**config.mk**
```make
export PLATFORM = sky130hd
export DESIGN_NAME = cfg_window_redirect
export DESIGN_NICKNAME = d
export VERILOG_FILES = /design/src/rtl/cfg_window_redirect.sv
export SDC_FILE = /design/constraint.sdc
export NUM_CORES = 1
export LEC_CHECK = 0
export BUFFER_PORTS_ARGS = -buffer_cell sky130_fd_sc_hd__buf_2
export CAP_MARGIN = 25
export CORE_MARGIN = 8
export CORE_UTILIZATION = 39
export DETAILED_ROUTE_END_ITERATION = 6
export GPL_TIMING_DRIVEN = 0
export PLACE_DENSITY = 0.79
export SETUP_SLACK_MARGIN = 0.15
export SKIP_CTS_REPAIR_TIMING = 1
export SLEW_MARGIN = 25
export SYNTH_ARGS = -nofsm -noshare
export SYNTH_HDL_FRONTEND = slang
export SYNTH_SLANG_ARGS = --single-unit
```
**constraint.sdc**
```tcl
create_clock -name clk -period 5.7 [get_ports clk]
set_input_delay 0.57 -clock clk [delete_from_list [all_inputs] [get_ports clk]]
set_output_delay 0.57 -clock clk [all_outputs]
set_load 0.005 [all_outputs]
```
**src/rtl/cfg_window_redirect.sv**
```systemverilog
module cfg_window_redirect #(
  parameter int          OFF_W = 12,
  parameter logic [31:0] MATCH = 32'h0000_4000
) (
  input  logic             clk,
  input  logic             rst_n,
  input  logic             host_req,
  input  logic             host_we,
  input  logic [2:0]       host_addr,
  input  logic [1:0]       host_size,
  input  logic [31:0]      host_wdata,
  output logic             host_ready,
  output logic             host_ack,
  output logic [31:0]      host_rdata,
  output logic             dev_req,
  output logic             dev_we,
  output logic [2:0]       dev_addr,
  output logic [1:0]       dev_size,
  output logic [31:0]      dev_wdata,
  input  logic             dev_ack,
  input  logic [31:0]      dev_rdata,
  output logic             cfg_req,
  output logic             cfg_we,
  output logic [OFF_W-1:0] cfg_addr,
  output logic [1:0]       cfg_size,
  output logic [31:0]      cfg_wdata,
  input  logic             cfg_ack,
  input  logic [31:0]      cfg_rdata,
  input  logic             err_clr,
  output logic             err_addr,
  output logic             err_data
);

  localparam logic [31:0] OFF_MASK = (32'd1 << OFF_W) - 32'd1;

  function automatic logic [31:0] size_mask(input logic [1:0] sz);
    case (sz)
      2'd0:    size_mask = 32'h0000_00FF;
      2'd1:    size_mask = 32'h0000_FFFF;
      default: size_mask = 32'hFFFF_FFFF;
    endcase
  endfunction

  logic             busy;
  logic             win_en;
  logic [OFF_W-1:0] win_off;
  logic             req_we;
  logic [2:0]       req_addr;
  logic [1:0]       req_size;
  logic [31:0]      req_wdata;

  logic [2:0]  nbytes;
  logic [3:0]  acc_end;
  logic        in_data, hits_data, accept, idx_wr, mis_wr, hit, redirect;
  logic [31:0] wval;

  assign nbytes    = (host_size == 2'd0) ? 3'd1 : (host_size == 2'd1) ? 3'd2 : 3'd4;
  assign acc_end   = {1'b0, host_addr} + {1'b0, nbytes};
  assign in_data   = host_addr[2] && (acc_end <= 4'd8);
  assign hits_data = acc_end > 4'd4;
  assign accept    = host_req && !busy;
  assign idx_wr    = host_we && (host_addr == 3'd0);
  assign mis_wr    = host_we && !host_addr[2] && (host_addr != 3'd0);
  assign wval      = host_wdata & size_mask(host_size);
  assign hit       = (wval & ~OFF_MASK) == MATCH;
  assign redirect  = win_en && in_data;

  assign host_ready = !busy;
  assign dev_we     = req_we;
  assign dev_addr   = req_addr;
  assign dev_size   = req_size;
  assign dev_wdata  = req_wdata;
  assign cfg_we     = req_we;
  assign cfg_size   = req_size;
  assign cfg_wdata  = req_wdata;

  always_ff @(posedge clk) begin
    if (!rst_n) begin
      busy       <= 1'b0;
      win_en     <= 1'b0;
      win_off    <= '0;
      req_we     <= 1'b0;
      req_addr   <= '0;
      req_size   <= '0;
      req_wdata  <= '0;
      dev_req    <= 1'b0;
      cfg_req    <= 1'b0;
      cfg_addr   <= '0;
      host_ack   <= 1'b0;
      host_rdata <= '0;
      err_addr   <= 1'b0;
      err_data   <= 1'b0;
    end else begin
      host_ack <= 1'b0;
      err_addr <= (accept && mis_wr) || (err_addr && !err_clr);
      err_data <= (accept && hits_data && !in_data) || (err_data && !err_clr);

      if (accept) begin
        busy      <= 1'b1;
        req_we    <= host_we;
        req_addr  <= host_addr;
        req_size  <= host_size;
        req_wdata <= host_wdata;
        cfg_addr  <= win_off + {{(OFF_W-2){1'b0}}, host_addr[1:0]};
        if (redirect) cfg_req <= 1'b1;
        else          dev_req <= 1'b1;
        if (idx_wr) begin
          win_en <= hit;
          if (hit) win_off <= wval[OFF_W-1:0];
        end
      end

      if (dev_req && dev_ack) begin
        dev_req    <= 1'b0;
        busy       <= 1'b0;
        host_ack   <= 1'b1;
        host_rdata <= req_we ? 32'd0 : dev_rdata;
      end

      if (cfg_req && cfg_ack) begin
        cfg_req    <= 1'b0;
        busy       <= 1'b0;
        host_ack   <= 1'b1;
        host_rdata <= req_we ? 32'd0 : (cfg_rdata & size_mask(req_size));
      end
    end
  end

endmodule

```
==> metrics.log <==
[metrics] largest net degree at the start of global routing: 21
[metrics] total setup violations reported at the end of the flow: 0
[metrics] TritonCTS clock tree: built
[metrics] H-tree levels: 3
[metrics] cell row count: 39
[metrics] detailed router's first-iteration violation count: between 200 and 300
[metrics] Fin. Hold Viols: 0
[metrics] worst-margin pin slew: around 0.62 ns
[metrics] TritonCTS Buffers: 9
[metrics] clock net sink count: 101
[metrics] top-area cell type share of the netlist area: about 44%
[metrics] global-route usage over all layers: between 15 and 20%
[metrics] fraction of layout cells with a size suffix above 1: between 30% and 40%
[metrics] # DRC: 0
[metrics] total power density per cell area: about 260 mW/mm2
[metrics] core area: 0.0114 mm2
[metrics] type of the setup path with the least slack: in -> reg
[metrics] final number of max-transition violations: 0
[metrics] Routed wire per std cell: 15.8 um
[metrics] number of different library cells in the post-synthesis netlist: 47
[metrics] setup skew after layout: about 0.011 ns
[metrics] root buffer selected by CTS: sky130_fd_sc_hd__clkbuf_16
[metrics] share of flip-flops with an asynchronous set or reset after synthesis: 0%
[metrics] utilization after layout: between 50 and 60%
[metrics] vias after detailed routing: between 4k and 5k
[metrics] drt first pass iters: 4
[metrics] data required time of the critical path: between 5 and 6 ns
[metrics] vias in the first global route: ~4.4k
[metrics] cells after synthesis: around 560
[metrics] HPWL after detailed placement: ~12 mm
[metrics] initial antenna violation count: 1
[metrics] Synth warnings: 0
[metrics] worst slew margin relative to its limit: 58.2%
[metrics] width of the chip: roughly 120 um
[metrics] total negative slack for setup checks: 0 ns
[metrics] final WL: 15.0 mm
[metrics] post-route total power: approximately 1.6 mW
[metrics] final critical-path share of the clock period: between 40% and 50%
[metrics] setup repair after global routing missed its margin: no
[metrics] relative area change from synthesis to final layout: 35.8%
[metrics] outcome: completed
[metrics] Overflow after GRT: 0
[metrics] largest area contributor in the synthesized netlist: sky130_fd_sc_hd__dfxtp_1
[metrics] Synth area leaders: sky130_fd_sc_hd__dfxtp_1, sky130_fd_sc_hd__nand2_1, sky130_fd_sc_hd__a21oi_1, sky130_fd_sc_hd__buf_4, sky130_fd_sc_hd__mux2i_1
[metrics] first-pass GRT wire length: roughly 22 mm
[metrics] maximum net fanout on the critical path: 10
[metrics] max-cap violation count: 0
[metrics] primary flip-flop cell chosen by synthesis mapping: sky130_fd_sc_hd__dfxtp_1
[metrics] final worst path period need: roughly 2.6 ns
[metrics] startpoint type of the worst setup path: input pin
[metrics] post-synthesis average cell area: about 8 um2
[metrics] final layout net count: between 900 and 1k
[metrics] remaining antenna violation count: 0
[metrics] Worst-path clk slew: 0.08 ns
[metrics] Die Ht: 124 um
[metrics] Starting Density: about 40%
[metrics] Max Fclk: 385 MHz
[metrics] via count normalized by instance count: 4.90
[metrics] data arrival time of the critical path: 2.88 ns
[metrics] I/O pins: roughly 230
[metrics] netlist area before placement: ~0.0046 mm2
[metrics] peak ir drop on the vdd network: 0.145 mV
[metrics] full die area: 0.0154 mm2
[metrics] Net Count, Synth: 670
[metrics] Port Buffer Count: 230
[metrics] worst hold-check path type: reg -> reg
[metrics] standby leakage power: 2.98 nW
[metrics] number of flops mapped to enable cells by yosys: 0
[metrics] sequential share of the synthesized area: approximately 44%
[metrics] maximum clock insertion buffer count: 2
[metrics] critical path endpoint category: flip-flop
[metrics] RD Place Congestion: roughly 0.81
[metrics] flops & latches, synth: 101
[metrics] Skew-Pair Late Insertion Delay: 0.34 ns
critical path, stage by stage:
cell and delay [ns]:
sky130_fd_sc_hd__buf_2 0.08, sky130_fd_sc_hd__clkbuf_1 0.37, sky130_fd_sc_hd__nor2_1 0.18, sky130_fd_sc_hd__and2_1 0.20, sky130_fd_sc_hd__fa_1 0.54, sky130_fd_sc_hd__inv_1 0.08, sky130_fd_sc_hd__a311o_1 0.35, sky130_fd_sc_hd__a221oi_1 0.28
sky130_fd_sc_hd__o221a_2 0.22
where the power goes:
group	switching [mW]	total [mW]	internal, mW	leakage (nW)
Combinational	0.124	0.237	0.114	2.01
Clock	0.300	0.613	0.313	0.145
Sequential	0.0218	0.761	0.739	0.824
Total	0.446	1.61	1.17	2.98
cell usage after synthesis (5+ instances only):
| cell type | number |
|---|---|
| sky130_fd_sc_hd__a211oi_1 | 5 |
| sky130_fd_sc_hd__a21oi_1 | 62 |
| sky130_fd_sc_hd__a22o_1 | 5 |
| sky130_fd_sc_hd__a22oi_1 | 14 |
| sky130_fd_sc_hd__and2_1 | 5 |
| sky130_fd_sc_hd__and3_1 | 15 |
| sky130_fd_sc_hd__buf_4 | 35 |
| sky130_fd_sc_hd__clkbuf_1 | 31 |
| sky130_fd_sc_hd__dfxtp_1 | 101 |
| sky130_fd_sc_hd__inv_1 | 9 |
| sky130_fd_sc_hd__mux2i_1 | 17 |
| sky130_fd_sc_hd__nand2_1 | 134 |
| sky130_fd_sc_hd__nor2_1 | 24 |
| sky130_fd_sc_hd__o21ai_0 | 30 |
| sky130_fd_sc_hd__xnor2_1 | 7 |
logic make-up after synthesis:
logic type | count (synthesis) | synth area share (%)
compound gates | 131 | 17.3
xor+xnor | 11 | 2.11
buf+inv | 80 | 9.68
flops | 101 | 44.3
fa+ha+maj | 5 | 1.70
simple gates | 208 | 20.2
mux | 21 | 4.71
cells in the final DEF (no fill, tap or decap), types with 3 or more instances in the layout:
master and instances:
sky130_fd_sc_hd__a211oi_1 5, sky130_fd_sc_hd__a21oi_1 62, sky130_fd_sc_hd__a22o_1 5, sky130_fd_sc_hd__a22oi_1 14, sky130_fd_sc_hd__and2_1 5, sky130_fd_sc_hd__and3_1 15, sky130_fd_sc_hd__buf_2 232, sky130_fd_sc_hd__buf_4 35
sky130_fd_sc_hd__clkbuf_1 31, sky130_fd_sc_hd__clkbuf_16 9, sky130_fd_sc_hd__dfxtp_1 101, sky130_fd_sc_hd__ha_1 3, sky130_fd_sc_hd__inv_1 9, sky130_fd_sc_hd__inv_8 3, sky130_fd_sc_hd__mux2_2 4, sky130_fd_sc_hd__mux2i_1 17
sky130_fd_sc_hd__nand2_1 134, sky130_fd_sc_hd__nand2b_1 3, sky130_fd_sc_hd__nand3_1 4, sky130_fd_sc_hd__nand4_1 4, sky130_fd_sc_hd__nor2_1 24, sky130_fd_sc_hd__nor3_1 3, sky130_fd_sc_hd__nor4_1 4, sky130_fd_sc_hd__o21a_1 3
sky130_fd_sc_hd__o21ai_0 30, sky130_fd_sc_hd__xnor2_1 7, sky130_fd_sc_hd__xor2_1 4
final timing paths:
path | startpoint | endpoint | slack (ns) | depth (start not counted)
min | host_rdata[8] | host_rdata[8] | 0.45 | 2
min reg2reg | host_rdata[8] | host_rdata[8] | 0.45 | 2
max | host_size[1] | err_data | 3.10 | 9
max reg2reg | busy | win_off[10] | 3.65 | 6
cell type report:
cell class                 instances  area [um2]
buffer                            71         408
timing repair buffer             230        1150
clock buffer                       9         225
sequential                       101        2020
tap                              143         179
clock inverter                     7        75.1
multi-input combinational        376        2100
inverter                           9        33.8
fill                            1104        5220
antenna                            1        2.50
per-layer routing:
layer / wire, um / global-route usage [%] / vias to the layer above
met4: 175 / 4.61 / 0
met5: 0 / 0 / -
met2: 7560 / 32.4 / 141
met1: 6160 / 21.4 / 2135
met3: 1090 / 4.31 / 13
li1: - / - / 2350
state kept, by name (all words and copies together), names as in the netlist:
| name | flops |
|---|---|
| dev_addr | 3 |
| err_addr | 1 |
| cfg_we | 1 |
| busy | 1 |
| host_rdata | 32 |
| win_en | 1 |
| win_off | 12 |
| host_ack | 1 |
| cfg_req | 1 |
| cfg_wdata | 32 |
| cfg_addr | 12 |
| dev_req | 1 |
| cfg_size | 2 |
| err_data | 1 |
stage by stage:
stage	setup slack (ns)	hold slack [ns]	instance area, um2	std cells
2_1_floorplan	3.06	0.438	4560	557
3_5_place_dp	2.74	0.437	5890	930
4_1_cts	3.10	0.448	6190	946
3_3_place_gp	2.75	0.428	5890	930
6_report	3.10	0.452	6200	947
5_1_grt	2.92	0.459	6200	947
Power figures use the tool's default switching activity.
